`config.mk`:
```
export PLATFORM = sky130hd
export DESIGN_NAME = pt_walker
export DESIGN_NICKNAME = d
export VERILOG_FILES = /design/src/rtl/ptw_pkg.sv /design/src/rtl/ptw_va_decode.sv /design/src/rtl/ptw_pte_eval.sv /design/src/rtl/pt_walker.sv
export SDC_FILE = /design/constraint.sdc
export NUM_CORES = 1
export LEC_CHECK = 0
export ABC_AREA = 1
export BUFFER_PORTS_ARGS = -buffer_cell sky130_fd_sc_hd__buf_2
export CORE_AREA = 2 2 160 162
export CTS_CLUSTER_DIAMETER = 50
export DETAILED_ROUTE_END_ITERATION = 12
export DIE_AREA = 0 0 162 164
export PLACE_DENSITY = 0.8
export SLEW_MARGIN = 10
export SYNTH_ARGS = -nofsm -noshare
export SYNTH_HDL_FRONTEND = slang
export SYNTH_HIERARCHICAL = 1
export SYNTH_SLANG_ARGS = --single-unit
```
`constraint.sdc`:
```
create_clock -name clk -period 2.79 [get_ports clk]
set_input_delay 0.1395 -clock clk [delete_from_list [all_inputs] [get_ports clk]]
set_output_delay 0.1395 -clock clk [all_outputs]
set_load 0.02 [all_outputs]
```
`src/rtl/ptw_pkg.sv`:
```
package ptw_pkg;

    typedef enum logic [2:0] {
        RES_OK      = 3'd0,
        RES_INVALID = 3'd1,
        RES_ACV     = 3'd2,
        RES_FO_RD   = 3'd3,
        RES_FO_EX   = 3'd4,
        RES_FO_WR   = 3'd5
    } res_e;

    typedef enum logic [1:0] {
        ACC_RD = 2'd0,
        ACC_WR = 2'd1,
        ACC_EX = 2'd2
    } acc_e;

    typedef enum logic [2:0] {
        ST_IDLE,
        ST_CHECK,
        ST_ISSUE,
        ST_WAIT
    } st_e;

    // Entry bit positions (decoded by the level-3 evaluator)
    localparam int BIT_VALID = 0;
    localparam int BIT_FO_RD = 1;
    localparam int BIT_FO_WR = 2;
    localparam int BIT_FO_EX = 3;
    localparam int BIT_GH_LO = 5;
    localparam int BIT_KRD   = 8;
    localparam int BIT_URD   = 9;
    localparam int BIT_KWR   = 12;
    localparam int BIT_UWR   = 13;
    localparam int BIT_PFN   = 32;

    localparam logic [1:0] SEG_KDIRECT = 2'b10;

endpackage

```
`src/rtl/ptw_va_decode.sv`:
```
module ptw_va_decode #(
    parameter int VA_BITS   = 43,
    parameter int PAGE_BITS = 13,
    parameter int LEVELS    = 3,
    localparam int IDX_W    = PAGE_BITS - 3
) (
    input  logic [63:0]                   va,
    output logic                          canonical,
    output logic [1:0]                    seg,
    output logic [LEVELS-1:0][IDX_W-1:0]  idx,
    output logic [PAGE_BITS-1:0]          offset
);
    localparam int EXT_W = 64 - VA_BITS + 1;

    logic [EXT_W-1:0] ext;

    always_comb begin
        ext       = va[63:VA_BITS-1];
        canonical = (&ext) | ~(|ext);
        seg       = va[VA_BITS-1:VA_BITS-2];
        offset    = va[PAGE_BITS-1:0];
    end

    // idx[0] is the last level, idx[LEVELS-1] the first
    for (genvar g = 0; g < LEVELS; g++) begin : g_idx
        assign idx[g] = va[PAGE_BITS + g*IDX_W +: IDX_W];
    end

endmodule

```
`src/rtl/ptw_pte_eval.sv`:
```
module ptw_pte_eval
    import ptw_pkg::*;
#(
    parameter int PAGE_BITS = 13,
    parameter int PFN_W     = 32,
    parameter int REG_W     = 7
) (
    input  logic [63:0]       pte,
    input  logic [1:0]        acc,
    input  logic              user,
    output res_e              code,
    output logic [PFN_W-1:0]  pfn,
    output logic [REG_W-1:0]  region
);
    logic       rd_en;
    logic       wr_en;
    logic       perm_ok;
    logic       fo_hit;
    logic [1:0] gh;

    always_comb begin
        rd_en   = user ? pte[BIT_URD] : pte[BIT_KRD];
        wr_en   = user ? pte[BIT_UWR] : pte[BIT_KWR];
        perm_ok = (acc == ACC_WR) ? wr_en : rd_en;
        fo_hit  = ((acc == ACC_RD) && pte[BIT_FO_RD]) ||
                  ((acc == ACC_WR) && pte[BIT_FO_WR]) ||
                  ((acc == ACC_EX) && pte[BIT_FO_EX]);
        gh      = pte[BIT_GH_LO +: 2];
        pfn     = pte[BIT_PFN +: PFN_W];
        region  = REG_W'(PAGE_BITS) + REG_W'(3 * gh);

        if (!pte[BIT_VALID]) begin
            code = RES_INVALID;
        end else if (!perm_ok) begin
            code = RES_ACV;
        end else if (fo_hit) begin
            case (acc)
                ACC_RD:  code = RES_FO_RD;
                ACC_WR:  code = RES_FO_WR;
                default: code = RES_FO_EX;
            endcase
        end else begin
            code = RES_OK;
        end
    end

endmodule

```
`src/rtl/pt_walker.sv`:
```
module pt_walker
    import ptw_pkg::*;
#(
    parameter int VA_BITS   = 43,
    parameter int PAGE_BITS = 13,
    parameter int PFN_W     = 32,
    parameter int REG_W     = 7
) (
    input  logic              clk,
    input  logic              rst_n,
    input  logic              req_valid,
    output logic              req_ready,
    input  logic [63:0]       req_va,
    input  logic [1:0]        req_acc,
    input  logic              req_user,
    input  logic [PFN_W-1:0]  tbl_base,
    input  logic [PFN_W-1:0]  sys_tbl_base,
    input  logic              vbound_en,
    input  logic [63:0]       vbound,
    output logic              mem_req_valid,
    input  logic              mem_req_ready,
    output logic [63:0]       mem_req_addr,
    input  logic              mem_rsp_valid,
    input  logic [63:0]       mem_rsp_data,
    output logic              done,
    output logic [2:0]        result,
    output logic [63:0]       pa,
    output logic [REG_W-1:0]  region_bits
);
    localparam int         LEVELS   = 3;
    localparam int         IDX_W    = PAGE_BITS - 3;
    localparam logic [1:0] LAST_LVL = 2'(LEVELS - 1);

    typedef struct packed {
        st_e              st;
        logic [63:0]      va;
        logic [1:0]       acc;
        logic             user;
        logic [PFN_W-1:0] base;
        logic [1:0]       lvl;
        logic [63:0]      addr;
        logic             done;
        res_e             result;
        logic [63:0]      pa;
        logic [REG_W-1:0] region;
    } walk_t;

    walk_t r_q, r_d;

    logic                         canonical;
    logic [1:0]                   seg;
    logic [LEVELS-1:0][IDX_W-1:0] idx;
    logic [PAGE_BITS-1:0]         offset;

    res_e             leaf_code;
    logic [PFN_W-1:0] rsp_pfn;
    logic [REG_W-1:0] leaf_region;

    logic [1:0]       lvl_next;
    logic [IDX_W-1:0] idx_first;
    logic [IDX_W-1:0] idx_next;
    logic             use_sys;
    logic [PFN_W-1:0] start_base;

    ptw_va_decode #(
        .VA_BITS   (VA_BITS),
        .PAGE_BITS (PAGE_BITS),
        .LEVELS    (LEVELS)
    ) u_dec (
        .va        (r_q.va),
        .canonical (canonical),
        .seg       (seg),
        .idx       (idx),
        .offset    (offset)
    );

    ptw_pte_eval #(
        .PAGE_BITS (PAGE_BITS),
        .PFN_W     (PFN_W),
        .REG_W     (REG_W)
    ) u_eval (
        .pte       (mem_rsp_data),
        .acc       (r_q.acc),
        .user      (r_q.user),
        .code      (leaf_code),
        .pfn       (rsp_pfn),
        .region    (leaf_region)
    );

    function automatic logic [63:0] entry_addr(input logic [PFN_W-1:0] b,
                                               input logic [IDX_W-1:0] ix);
        return (64'(b) << PAGE_BITS) + (64'(ix) << 3);
    endfunction

    always_comb begin
        lvl_next   = r_q.lvl + 2'd1;
        idx_first  = idx[LAST_LVL];
        idx_next   = idx[LAST_LVL - lvl_next];
        use_sys    = vbound_en && (r_q.va >= vbound);
        start_base = use_sys ? sys_tbl_base : tbl_base;
    end

    always_comb begin
        r_d      = r_q;
        r_d.done = 1'b0;
        case (r_q.st)
            ST_IDLE: begin
                if (req_valid) begin
                    r_d.va   = req_va;
                    r_d.acc  = req_acc;
                    r_d.user = req_user;
                    r_d.st   = ST_CHECK;
                end
            end
            ST_CHECK: begin
                if (!canonical) begin
                    r_d.st     = ST_IDLE;
                    r_d.done   = 1'b1;
                    r_d.result = RES_INVALID;
                    r_d.pa     = '0;
                    r_d.region = '0;
                end else if (seg == SEG_KDIRECT) begin
                    r_d.st     = ST_IDLE;
                    r_d.done   = 1'b1;
                    r_d.result = r_q.user ? RES_ACV : RES_OK;
                    r_d.pa     = r_q.user ? '0 : r_q.va;
                    r_d.region = r_q.user ? '0 : REG_W'(PAGE_BITS);
                end else begin
                    r_d.base = start_base;
                    r_d.lvl  = '0;
                    r_d.addr = entry_addr(start_base, idx_first);
                    r_d.st   = ST_ISSUE;
                end
            end
            ST_ISSUE: begin
                if (mem_req_ready) begin
                    r_d.st = ST_WAIT;
                end
            end
            ST_WAIT: begin
                if (mem_rsp_valid) begin
                    if (r_q.lvl != LAST_LVL) begin
                        if (!mem_rsp_data[BIT_VALID]) begin
                            r_d.st     = ST_IDLE;
                            r_d.done   = 1'b1;
                            r_d.result = RES_INVALID;
                            r_d.pa     = '0;
                            r_d.region = '0;
                        end else begin
                            r_d.base = rsp_pfn;
                            r_d.lvl  = lvl_next;
                            r_d.addr = entry_addr(rsp_pfn, idx_next);
                            r_d.st   = ST_ISSUE;
                        end
                    end else begin
                        r_d.st     = ST_IDLE;
                        r_d.done   = 1'b1;
                        r_d.result = leaf_code;
                        if (leaf_code == RES_OK) begin
                            r_d.pa     = (64'(rsp_pfn) << PAGE_BITS) | 64'(offset);
                            r_d.region = leaf_region;
                        end else begin
                            r_d.pa     = '0;
                            r_d.region = '0;
                        end
                    end
                end
            end
            default: r_d.st = ST_IDLE;
        endcase
    end

    always_ff @(posedge clk) begin
        if (!rst_n) begin
            r_q <= '0;
        end else begin
            r_q <= r_d;
        end
    end

    assign req_ready     = (r_q.st == ST_IDLE);
    assign mem_req_valid = (r_q.st == ST_ISSUE);
    assign mem_req_addr  = r_q.addr;
    assign done          = r_q.done;
    assign result        = r_q.result;
    assign pa            = r_q.pa;
    assign region_bits   = r_q.region;

endmodule

```
Yosys cells after proc, flatten, opt, wreduce, memory -nomap -nowiden
Cells that the tools add are included.
- flip-flop bits (word level): 211
- input bits: 265
- output and inout port bits: 141
- logic and storage cells: 85
- $add $sub $neg: 5
- multipliers: 1
- order comparisons: 2
- eq/ne operators: 16
- muxes and demuxes: 32
- bitwise gates (word level): 3
- reduce and logical (&&, ||, !) cells: 16
- operators with widths (kind ; number):
    $mux 75 ; 4
    $pmux 141 s2 ; 1
    $mux 66 ; 4
    $mux 141 ; 1
    $add 45x13->46 ; 2
    $mux 70 ; 1
    $ge 64x64->1 ; 1
    $mux 64 ; 1
    $mux 52 ; 1
    $or 45x13->45 ; 1
    $mux 32 ; 1
    $reduce_and 22->1 ; 1
    $reduce_or 22->1 ; 1
    $mux 3 ; 7
    $bmux 10 s2 ; 1
    $ne 2x2->1 const B ; 7
    $pmux 3 s4 ; 1
    $mux 10 ; 1
    $eq 3x2->1 const B ; 2
    $logic_not 3->1 ; 2
    $mux 2 ; 3
    $ne 3x3->1 const B ; 2
    $pmux 3 s2 ; 1
    $reduce_and 6->1 ; 1
    other kinds (20) ; 27

Depth between registers and ports, before layout
Gate-level depths: netlist of run 1.
- depth in word-level cells: 12
- mapped depth: 22

Modules after synthesis
The synthesis of run 1 kept the hierarchy.
- modules (own cells, without submodules) (module ; times used ; cells each ; area an instance (um2) ; seq. area each (um2)):
    pt_walker ; 1 ; 1595 ; 10770.3 ; 3763.6
    ptw_va_decode ; 1 ; 84 ; 495.5 ; 0.0
    ptw_pte_eval ; 1 ; 69 ; 434.2 ; 0.0

Worst setup path before layout of run 1
OpenSTA, ideal clock, no wires.
- kind: reg2reg
- from: reg r_q[218] in the netlist's numbering
- to: reg r_q, in the netlist mem_req_addr[15]
- arrival time: 1.892 ns
- setup slack: 0.766 ns
- cell stages (with the launch flop): 13
- cell sequence: dfxtp_1 -> or2_0 -> nor2_1 -> nand3_1 -> nand2_1 -> inv_1 -> nor3_2 -> inv_2 -> a221oi_4 -> inv_2 -> clkbuf_1 -> nand2_1 -> a21oi_1
- RTL lines (element ; RTL line ; source):
    start: declaration ; pt_walker.sv:48 ; walk_t r_q, r_d;
    start signal: assignment ; pt_walker.sv:177 ; r_q <= r_d;
    $reduce_or 22->1 ; ptw_va_decode.sv:19 ; canonical = (&ext) | ~(|ext);
    $not 1->1 ; ptw_va_decode.sv:19 ;
    $or 1x1->1 * ; ptw_va_decode.sv:19 ;
    named net canonical ; pt_walker.sv:50 ; logic canonical;
    $ne 2x2->1 (no line) * ; -- ;
    $reduce_and 6->1 (no line) * ; -- ;
Mark *: on every way through the listed nets, which the timed path passes. The rest lies on a longest branch. The select of a mux whose other input is x is not followed.
A chain may end at the register's enable or synchronous reset.

Worst setup path after layout of run 1
- from: reg r_q[202] in the netlist's numbering
- to: reg r_q, in the netlist mem_req_addr[19]
- word-level cells in the longest chain between the ends: 7
- ends and longest elaborated chain (element ; RTL line ; source):
    $ge 64x64->1 / $bmux 10 s2 (equally long branches) ; pt_walker.sv:99, pt_walker.sv:98 ;
    $logic_and 1x1->1 / $mux 10 (equally long branches) ; pt_walker.sv:99, pt_walker.sv:98 ;
    $mux 32 / $add 45x13->46 (equally long branches) ; pt_walker.sv:100, pt_walker.sv:92 ;
    $add 45x13->46 / $mux 66 (equally long branches) ; pt_walker.sv:92, pt_walker.sv:143 ;
    $mux 66, on equally long branches ; pt_walker.sv:122, pt_walker.sv:142 ;
    $mux 66 / $mux 141 (equally long branches) ; pt_walker.sv:116, pt_walker.sv:141 ;
    $pmux 141 s2 * ; pt_walker.sv:106 ; case (r_q.st)
Every way passes the cells marked *; elsewhere a longest branch is shown, timed or not. The select of a mux whose other input is x is not followed.

==> results by group, run 1 <==
GRT
  • First-pass GRT wire length: 56800 microns
  • GRT Resource Usage Total: 0.273
  • Vias in the first global route: 10915
  • Gr ovfl total: 0
  • Initial antenna violation count: 1
  • Largest net degree at the start of global routing: 79

Clock network
  • CTS tree: yes
  • Worst-Skew Late Latency: 0.43 ns
  • CTS Buffer Depth: 2
  • H-Tree Depth: 4
  • CTS buffer count: 17
  • Clock Pin Slew Worst Setup and Hold Paths: 0.08 ns
  • Num Clock Sinks: 188
  • Clock root buffer: clkbuf_16

Synthesis
  • Post-synthesis average cell area: 6.69 sq um
  • Synth Flop Type: dfxtp_1
  • Synth unique cells: 37
  • Number of synthesized flops with an enable pin: 0
  • Synth Warn #: 6
  • Sequential-to-total area share from yosys stat: 0.322
  • Ys async rst share: 0
  • Synthesized cell area: 11700 sq um
  • Syn Inst Count: 1748
  • FF+latch count, synth: 188

Placed design
  • Area after DPL: 12400 sq um
  • Pre-CTS WS: 0.155 ns
  • DP Wirelength: 27200 microns
  • Routability congestion estimate: 0.909
  • # port buffers: 361

STA
  • RSZ-0062 raised after global routing: no
  • Final min period: 2.57 ns
  • Layout Skew: 0.0111 ns
  • Final Setup Violations: 0
  • Final WS setup: 0.222 ns
  • Fin. Hold Viols: 0
  • Worst Tran Pin Value: 0.892 ns
  • FMAX: 389 MHz
  • Max-slew violations: 0
  • Slew headroom: 0.403
  • Sum of negative setup slack: 0 ns
  • Crit share post-route: 0.920

Power
  • Leak: 6.86 nW
  • Design Power: 6.54 mW
  • Worst VDD drop: 0.390 mV
  • Power Density: 483 nW/um^2

Final layout
  • Post-route cell area: 13500 sq um
  • Commonest non-fill, non-tap cell in the layout: nand2_1
  • Layout cells sized above 1: 0.228
  • Multi-input gate area: 5400 sq um
  • Final core area utilization: 0.546
  • # diodes: 0
  • Most frequent cells in the layout: nand2_1, buf_2, nor2_1, dfxtp_1, inv_1
  • Synthesis-to-layout area growth: 15.7%
  • # fillers: 2408
  • Sequential cell area: 3760 sq um
  • Layout net count: 2276

Die
  • I/O Pins: 406
  • CORE AREA: 24800 sq um
  • Die height: 164 microns
  • FP Rows: 58
  • Chip width: 162 microns
  • Initial Utilization: 0.471
  • DIE AREA: 26600 sq um

Worst setup path
  • Critical Path Slowest Stage Cell: dfxtp_1
  • Worst setup EP type: flip-flop
  • WP data required: 3.11 ns
  • Most used cell, CP: nand2_1
  • Crit-path cells: ha_1 -> nand2_1 -> inv_1 -> nand2_1 -> a21oi_1 -> nor2_1 -> nand2_1 -> nor2_1 -> nand2_1 -> nand2_1 -> nand2_2 -> nand2_1 -> buf_4 -> nand2_1 -> nand3_1 -> nand2_1 -> nand2_1 -> a21oi_1
  • Worst Setup Path Type: reg2reg
  • WP data arrival: 2.88 ns
  • CP startpoint kind: flip-flop
  • Slowest stage delay, CP: 0.50 ns
  • Worst Path Max Fanout: 22

Detailed routing
  • Met2 routed WL: 18100 microns
  • Via count: 11583
  • Initial DRC count: 881
  • Drt wl/cell: 16.4 microns
  • Post-DRT Antenna Nets: 0
  • Via density: 5.06
  • First-pass DRT Iterations: 5
  • Max Used Layer: met4
  • Met3 WL post-DR: 2720 microns
  • Wirelength, routed: 37400 microns
  • DRC: 0
  • Met1 WL: 14800 microns

Run status
  • Status: finished, final reports clean

Run
  • Max Cap Violations: 0

Worst hold path
  • Hold Crit Class: in2reg
==> flip-flops by register name, summed over array words and instances, names as in the netlist <==
register / count
r_q: 71
pa: 64
mem_req_addr: 42
region_bits: 7
result: 3
done: 1
==> area by class of cell <==
class / instances / share of cell area
multi-input combinational: 1097 / 0.399
sequential: 188 / 0.278
timing repair buffer: 452 / 0.199
inverter: 188 / 0.0523
clock buffer: 18 / 0.0324
tap: 330 / 0.0305
clock inverter: 14 / 0.00905
==> Yosys cell counts, types with 9 or more instances <==
cell type | number | area [sq um]
a21oi_1 | 148 | 741
a22oi_1 | 10 | 75.1
a31oi_1 | 18 | 113
buf_2 | 10 | 50.1
buf_4 | 217 | 1630
clkbuf_1 | 63 | 236
dfxtp_1 | 188 | 3760
ha_1 | 67 | 838
inv_1 | 182 | 683
nand2_1 | 387 | 1450
nand3_1 | 81 | 405
nand4_1 | 9 | 56.3
nor2_1 | 221 | 830
o21ai_0 | 85 | 425
o22ai_1 | 12 | 75.1
==> metrics by stage <==
| stage | hold WS [ns] | std cells |
|---|---|---|
| final | 0.0111 | 2287 |
| after global routing | 0.0267 | 2287 |
| after CTS | 0.000220 | 2287 |
| after detailed placement | 0.395 | 2194 |
| after global placement | 0.392 | 2194 |
| after floorplan | 0.306 | 1770 |
==> kinds of logic after synthesis <==
family                   Yosys count  synth area share
buffers and inverters            485             0.226
other                              2          0.000642
AO/OA/AOI/OAI                    289             0.134
AND/OR/NAND/NOR                  716             0.245
XOR/XNOR                           1          0.000749
flip-flops                       188             0.322
adder cells (fa/ha/maj)           67            0.0716
==> layer usage <==
layer | vias to the layer above | track usage
met1 | 5253 | 0.316
met2 | 531 | 0.482
met4 | 0 | 0.138
met5 | - | 0
met3 | 109 | 0.0510
li1 | 5690 | -
==> worst paths after layout <==
path,slack [ns],end,from,cells past startpoint
max,0.22,mem_req_addr[19],r_q[202],18
min,0.01,r_q[222],req_va[46],3
max reg2reg,0.22,mem_req_addr[19],r_q[202],18
min reg2reg,0.46,result[2],result[2],2
==> critical path: cells and delay by family (launching register included) <==
| family | cells | cell delay, ns |
|---|---|---|
| and+or+nand+nor | 13 | 1.21 |
| adders and majority gates | 1 | 0.29 |
| AOI/OAI and AO/OA | 2 | 0.10 |
| buffers and inverters | 2 | 0.35 |
| DFF | 1 | 0.50 |
==> where the power goes <==
group / leakage (nW) / internal, mW / switching [mW]
sequential: 1.53 / 2.79 / 0.130
combinational: 5.05 / 0.483 / 0.708
clock: 0.276 / 1.21 / 1.22
total: 6.86 / 4.48 / 2.06
==> repair_timing <==
item,4_1_cts,5_1_grt
endpoints found under the hold margin,61,0
setup buffers,0,0
hold buffers,61,0
setup endpoints to repair,0,32
resized for setup,0,3
(Power assumes the default switching activity.)
==> run 2: changes to the inputs <==
PLACE_DENSITY = 0.86   (was 0.8)
==> run 2 against run 1 <==
  * Wire length up 1.6%
  * Sequential cell count did not move
  * Register-to-register slack lost 0.06 ns
  * Critical path type unchanged
==> results by group, run 2 (synthesized netlist as in run 1, its figures left out) <==
Run status
  • Status: finished, final reports clean

Die
  • DIE AREA: 26600 sq um (unchanged)
  • Die height: 164 microns (unchanged)
  • I/O Pins: 406 (unchanged)
  • CORE AREA: 24800 sq um (unchanged)
  • Initial Utilization: 0.471 (unchanged)
  • FP Rows: 58 (unchanged)
  • Chip width: 162 microns (unchanged)

STA
  • RSZ-0062 raised after global routing: no
  • Layout Skew: 0.0143 ns (+0.00323 ns)
  • Worst hold slack: 0.00776 ns (-0.00330 ns)
  • Final Setup Violations: 0 (unchanged)
  • Slew headroom: 0.390 (-0.0121)
  • Crit share post-route: 0.940 (+0.0199)
  • Max-slew violations: 0 (unchanged)
  • Fin. Hold Viols: 0 (unchanged)
  • FMAX: 381 MHz (-2.1%)
  • Final min period: 2.62 ns (+0.0555 ns)
  • Worst Tran Pin Value: 0.913 ns (+0.0210 ns)
  • Sum of negative setup slack: 0 ns (unchanged)
  • Final WS setup: 0.166 ns (-0.0555 ns)

Clock network
  • Worst-Skew Late Latency: 0.43 ns (about the same)
  • H-Tree Depth: 4 (unchanged)
  • CTS buffer count: 17 (unchanged)
  • Clock Pin Slew Worst Setup and Hold Paths: 0.08 ns (about the same)
  • Clock root buffer: clkbuf_16
  • CTS tree: yes
  • Setup bufs post-CTS: 0 (unchanged)
  • Num Clock Sinks: 188 (unchanged)
  • CTS Buffer Depth: 2 (unchanged)

Final layout
  • Final core area utilization: 0.546 (about the same)
  • Synthesis-to-layout area growth: 15.8% (about the same)
  • Commonest non-fill, non-tap cell in the layout: nand2_1
  • Largest register FFs: 71 (unchanged)
  • Final non-filler cell total: 2286 (-0.044%)
  • Most frequent cells in the layout: nand2_1, buf_2, nor2_1, dfxtp_1, inv_1
  • Layout net count: 2272 (-0.18%)
  • Register name with the most flops: r_q
  • Post-route cell area: 13600 sq um (about the same)
  • Layout cells sized above 1: 0.227 (-0.000557)

Worst setup path
  • Top delay family on crit path: simple AND/OR/NAND/NOR gates
  • Worst Reg-to-Reg Cells: 16 (-2)
  • Worst Path Max Fanout: 10 (-55%)
  • Critical Path Slowest Stage Cell: dfxtp_1
  • Most used cell, CP: nand2_1
  • WP data required: 3.15 ns (+0.04 ns)
  • Crit-path cells: ha_1 -> nand4_1 -> nor2_2 -> nand3_1 -> nor2_1 -> nor2_1 -> nand2_1 -> nand2_1 -> nand2_2 -> nand2_1 -> buf_4 -> nand2_1 -> nand3_1 -> nand2_1 -> nand2_1 -> a21oi_1
  • Slowest stage delay, CP: 0.39 ns (-0.11 ns)
  • Crit Reg-Reg Endpoint: mem_req_addr[36]
  • Worst setup EP type: flip-flop
  • CP startpoint kind: flip-flop
  • Reg2reg start: r_q[191]
  • Worst Setup Path Type: reg2reg
  • Reg2reg setup slack: 0.17 ns (-0.06 ns)
  • Buf/Inv on CP: 1 (-1)
  • WP data arrival: 2.99 ns (+0.11 ns)

Worst hold path
  • Hold depth: 3 (unchanged)
  • Hold path start: req_va[13]
  • Hold Crit Class: in2reg
  • WHS Endpoint: r_q[189]

Placed design
  • Pre-CTS WS: 0.135 ns (-0.0191 ns)
  • # port buffers: 361 (unchanged)
  • Inst Count DP: 2191 (-0.14%)
  • Routability congestion estimate: 0.919 (+1.2%)
  • DP Wirelength: 27200 microns (about the same)
  • Area after DPL: 12300 sq um (about the same)

Run
  • Max Cap Violations: 0 (unchanged)

Power
  • Power Density: 486 nW/um^2 (+0.71%)
  • Design Power: 6.59 mW (+0.79%)
  • Leak: 6.86 nW (about the same)
  • Worst VDD drop: 0.384 mV (-1.6%)

GRT
  • Largest net degree at the start of global routing: 70 (-11%)
  • Vias in the first global route: 11017 (+0.93%)
  • Initial antenna violation count: 4 (+3)
  • First-pass GRT wire length: 57100 microns (+0.57%)
  • Gr ovfl total: 0 (unchanged)
  • GRT Resource Usage Total: 0.274 (+0.000681)

Detailed routing
  • Via density: 5.14 (+1.5%)
  • Drt wl/cell: 16.6 microns (+1.6%)
  • Met2 routed WL: 18500 microns (+1.9%)
  • Via count: 11754 (+1.5%)
  • Met1 WL: 14600 microns (-0.96%)
  • Met3 WL post-DR: 3230 microns (+19%)
  • Post-DRT Antenna Nets: 0 (unchanged)
  • Max Used Layer: met5
  • Wirelength, routed: 38000 microns (+1.6%)
  • DRC: 0 (unchanged)
  • Initial DRC count: 795 (-9.8%)
  • First-pass DRT Iterations: 7 (+2)
## run 2: cell type report
cell class / count / area [sq um]
Fill cell: 2323 / 11300
Multi-Input combinational cell: 1097 / 5400
Sequential cell: 188 / 3760
Timing Repair Buffer: 448 / 2680
Inverter: 188 / 708
Clock buffer: 18 / 439
Tap cell: 330 / 413
Clock inverter: 14 / 143
Antenna cell: 3 / 7.51
## run 2: routing by layer
| layer | global-route usage | vias up |
|---|---|---|
| met1 | 0.315 | 5326 |
| met2 | 0.487 | 612 |
| li1 | - | 5699 |
| met4 | 0.117 | 4 |
| met3 | 0.0629 | 113 |
| met5 | 0 | - |
## run 2: how the worst max path moves through the flow
| stage | startpoint | end | slack (ns) | cells past startpoint |
|---|---|---|---|---|
| after floorplan | r_q[218] | mem_req_addr[15] | 0.77 | 12 |
| after global placement | r_q[191] | mem_req_addr[16] | 0.20 | 16 |
| after detailed placement | r_q[191] | mem_req_addr[13] | 0.14 | 16 |
| after CTS | r_q[191] | mem_req_addr[13] | 0.12 | 16 |
| after global routing | r_q[191] | mem_req_addr[36] | 0.009 | 16 |
| final | r_q[191] | mem_req_addr[36] | 0.17 | 16 |
## run 2: repair_timing
action,in CTS,in global routing
hold endpoints to repair,60,0
hold buffers,60,0
endpoints found under the setup margin,0,23
resized for setup,0,4
## run 2: tightest hold or removal path, cell delays in order
cell and delay, ns:
buf_2 0.08, o21ai_0 0.08, nor2_1 0.10
## run 2: where the power goes
| part | internal [mW] | leakage (nW) | total, mW | switching, mW |
|---|---|---|---|---|
| clock network | 1.22 | 0.286 | 2.46 | 1.24 |
| logic | 0.493 | 5.04 | 1.21 | 0.714 |
| registers | 2.79 | 1.53 | 2.92 | 0.130 |
==> run 3: changes to the inputs <==
CORE_AREA = 2 2 173 141   (was 2 2 160 162)
CTS_CLUSTER_DIAMETER = 100   (was 50)
DIE_AREA = 0 0 175 143   (was 0 0 162 164)
PLACE_DENSITY = 0.9   (was 0.86)
==> run 3 against run 2 <==
  * Critical path depth down 2
  * Via count barely moved
  * Largest cell class unchanged
  * Design area down 0.22%
  * Register-to-register slack better by 0.16 ns
  * Wire length shrank 1.0%
==> results by group, run 3 (synthesized netlist as in run 1, its figures left out) <==
Worst setup path
  • Most used cell, CP: nand2_1
  • Crit-path cells: nand2_1 -> nor2_1 -> nand2_1 -> nor2_1 -> nand2_1 -> nand2_1 -> inv_1 -> nor3_2 -> inv_2 -> a221oi_4 -> inv_2 -> buf_4 -> nand2_1 -> a21oi_1
  • Worst Setup Path Type: reg2reg
  • Worst setup EP type: flip-flop
  • WP data arrival: 2.75 ns (-0.24 ns)
  • CP startpoint kind: flip-flop
  • Critical Path Slowest Stage Cell: dfxtp_1
  • Worst Path Max Fanout: 42 (+32)
  • WP data required: 3.08 ns (-0.07 ns)
  • Slowest stage delay, CP: 0.49 ns (+0.10 ns)

Die
  • I/O Pins: 406 (unchanged)
  • Chip width: 175 microns (+8.0%)
  • Die height: 143 microns (-13%)
  • CORE AREA: 23200 sq um (-6.5%)
  • DIE AREA: 25000 sq um (-5.8%)
  • FP Rows: 50 (-14%)
  • Initial Utilization: 0.504 (+0.0327)

Power
  • P_int: 4.66 mW (+3.2%)
  • Design Power: 6.71 mW (+1.8%)
  • Power Density: 496 nW/um^2 (+2.1%)
  • Net Sw Power: 2.06 mW (-1.1%)
  • Leak: 6.85 nW (about the same)
  • Gate power share: 0.179 (-0.004)
  • Switching Fraction: 0.306 (-0.00925)
  • Worst VDD drop: 0.366 mV (-4.6%)
  • Register share of total power: 0.437 (-0.007)
  • Clock network power share: 0.385 (+0.012)

Detailed routing
  • Via count: 11755 (+0.0085%)
  • Wirelength, routed: 37600 microns (-1.0%)
  • First-pass DRT Iterations: 5 (-2)
  • Initial DRC count: 975 (+23%)
  • Post-DRT Antenna Nets: 0 (unchanged)
  • DRC: 0 (unchanged)
  • Via density: 5.20 (+1.1%)
  • Drt wl/cell: 16.6 microns (about the same)

Clock network
  • CTS tree: yes
  • Clock Pin Slew Worst Setup and Hold Paths: 0.08 ns (about the same)
  • Num Clock Sinks: 188 (unchanged)
  • H-Tree Depth: 4 (unchanged)
  • CTS Buffer Depth: 2 (unchanged)
  • Clock root buffer: clkbuf_16
  • CTS buffer count: 17 (unchanged)
  • Worst-Skew Late Latency: 0.43 ns (about the same)
  • Setup bufs post-CTS: 0 (unchanged)

Final layout
  • Commonest non-fill, non-tap cell in the layout: nand2_1
  • Largest register FFs: 71 (unchanged)
  • Synthesis-to-layout area growth: 15.6%
  • Most frequent cells in the layout: nand2_1, buf_2, nor2_1, dfxtp_1, inv_1
  • Layout net count: 2266 (-0.26%)
  • Layout cells sized above 1: 0.228 (+0.000701)
  • Final non-filler cell total: 2262 (-1.0%)
  • Register name with the most flops: r_q

STA
  • Crit share post-route: 0.882 (-0.0580)
  • FMAX: 406 MHz (+6.6%)
  • Layout Skew: 0.0192 ns (+0.00487 ns)
  • Final Setup Violations: 0 (unchanged)
  • Final min period: 2.46 ns (-0.162 ns)
  • Slew headroom: 0.469 (+0.0782)
  • Worst hold slack: 0.00958 ns (+0.00182 ns)
  • Worst Tran Pin Value: 0.793 ns (-0.120 ns)
  • Sum of negative setup slack: 0 ns (unchanged)
  • Max-slew violations: 0 (unchanged)
  • RSZ-0062 raised after global routing: no
  • Fin. Hold Viols: 0 (unchanged)

Run status
  • Status: finished, final reports clean

Placed design
  • Routability congestion estimate: 0.878 (-4.4%)
  • Inst Count DP: 2173 (-0.82%)
  • DP Wirelength: 26500 microns (-2.4%)
  • # port buffers: 361 (unchanged)

Worst hold path
  • Hold Crit Class: in2reg

GRT
  • GRT Resource Usage Total: 0.291 (+0.0171)
  • Gr ovfl total: 0 (unchanged)
  • First-pass GRT wire length: 56900 microns (-0.35%)
  • Initial antenna violation count: 4 (unchanged)
  • Vias in the first global route: 10971 (-0.42%)
  • Largest net degree at the start of global routing: 79 (+13%)

Run
  • Max Cap Violations: 0 (unchanged)
## run 3: routing by layer
metal | part of all wire | wire length, microns | GRT usage | up-vias
met1 | 0.41 | 15300 | 0.363 | 5298
met4 | 0.031 | 1160 | 0.120 | 2
met2 | 0.48 | 18000 | 0.500 | 675
met5 | 0.00035 | 13 | 0 | -
li1 | - | - | - | 5679
met3 | 0.083 | 3140 | 0.0495 | 101
## run 3: cell type report
cell class	instances	area (sq um)
fillers	2065	9690
diodes	3	7.51
inverters	188	708
clock inverters	15	203
multi-input cells	1097	5400
well taps	312	390
clock buffers	17	425
repair buffers	442	2620
flip-flops and latches	188	3760
## run 3: worst paths after layout
check	slack, ns	start	end	depth (start not counted)
hold reg to reg	0.46	mem_req_addr[7]	mem_req_addr[7]	2
hold / removal	0.01	req_va[62]	r_q[238]	3
setup reg to reg	0.33	r_q[220]	mem_req_addr[27]	14
setup / recovery	0.33	r_q[220]	mem_req_addr[27]	14
## run 3: what timing repair did
item                                    4_1_cts  5_1_grt
hold endpoints to repair                     54        0
resized for setup                             0        5
hold buffers                                 54        0
endpoints found under the setup margin        0       32
## run 3: metrics by stage
| step | instance area [sq um] | utilization | setup WS [ns] |
|---|---|---|---|
| finish | 13500 | 0.583 | 0.328 |
| global placement | 12300 | 0.531 | 0.351 |
| detailed placement | 12300 | 0.531 | 0.217 |
| CTS | 13500 | 0.581 | 0.218 |
| global route | 13500 | 0.583 | 0.0255 |
| floorplan | 11800 | - | 0.766 |
## run 3: power by group through the flow
stage / Clock [mW] / Sequential, mW / Combinational (mW)
floorplan: 0 / 2.94 / 0.834
global placement: 0 / 2.98 / 1.06
detailed placement: 0 / 2.99 / 1.11
CTS: 2.65 / 2.92 / 1.17
global route: 2.75 / 2.94 / 1.34
finish: 2.58 / 2.93 / 1.20
## run 3: worst max-delay path, delay by kind of cell, from the launching register on
family | cells | cell delay (ns)
and+or+nand+nor | 8 | 0.88
buffers and inverters | 4 | 0.54
DFF | 1 | 0.49
AOI/OAI and AO/OA | 2 | 0.41
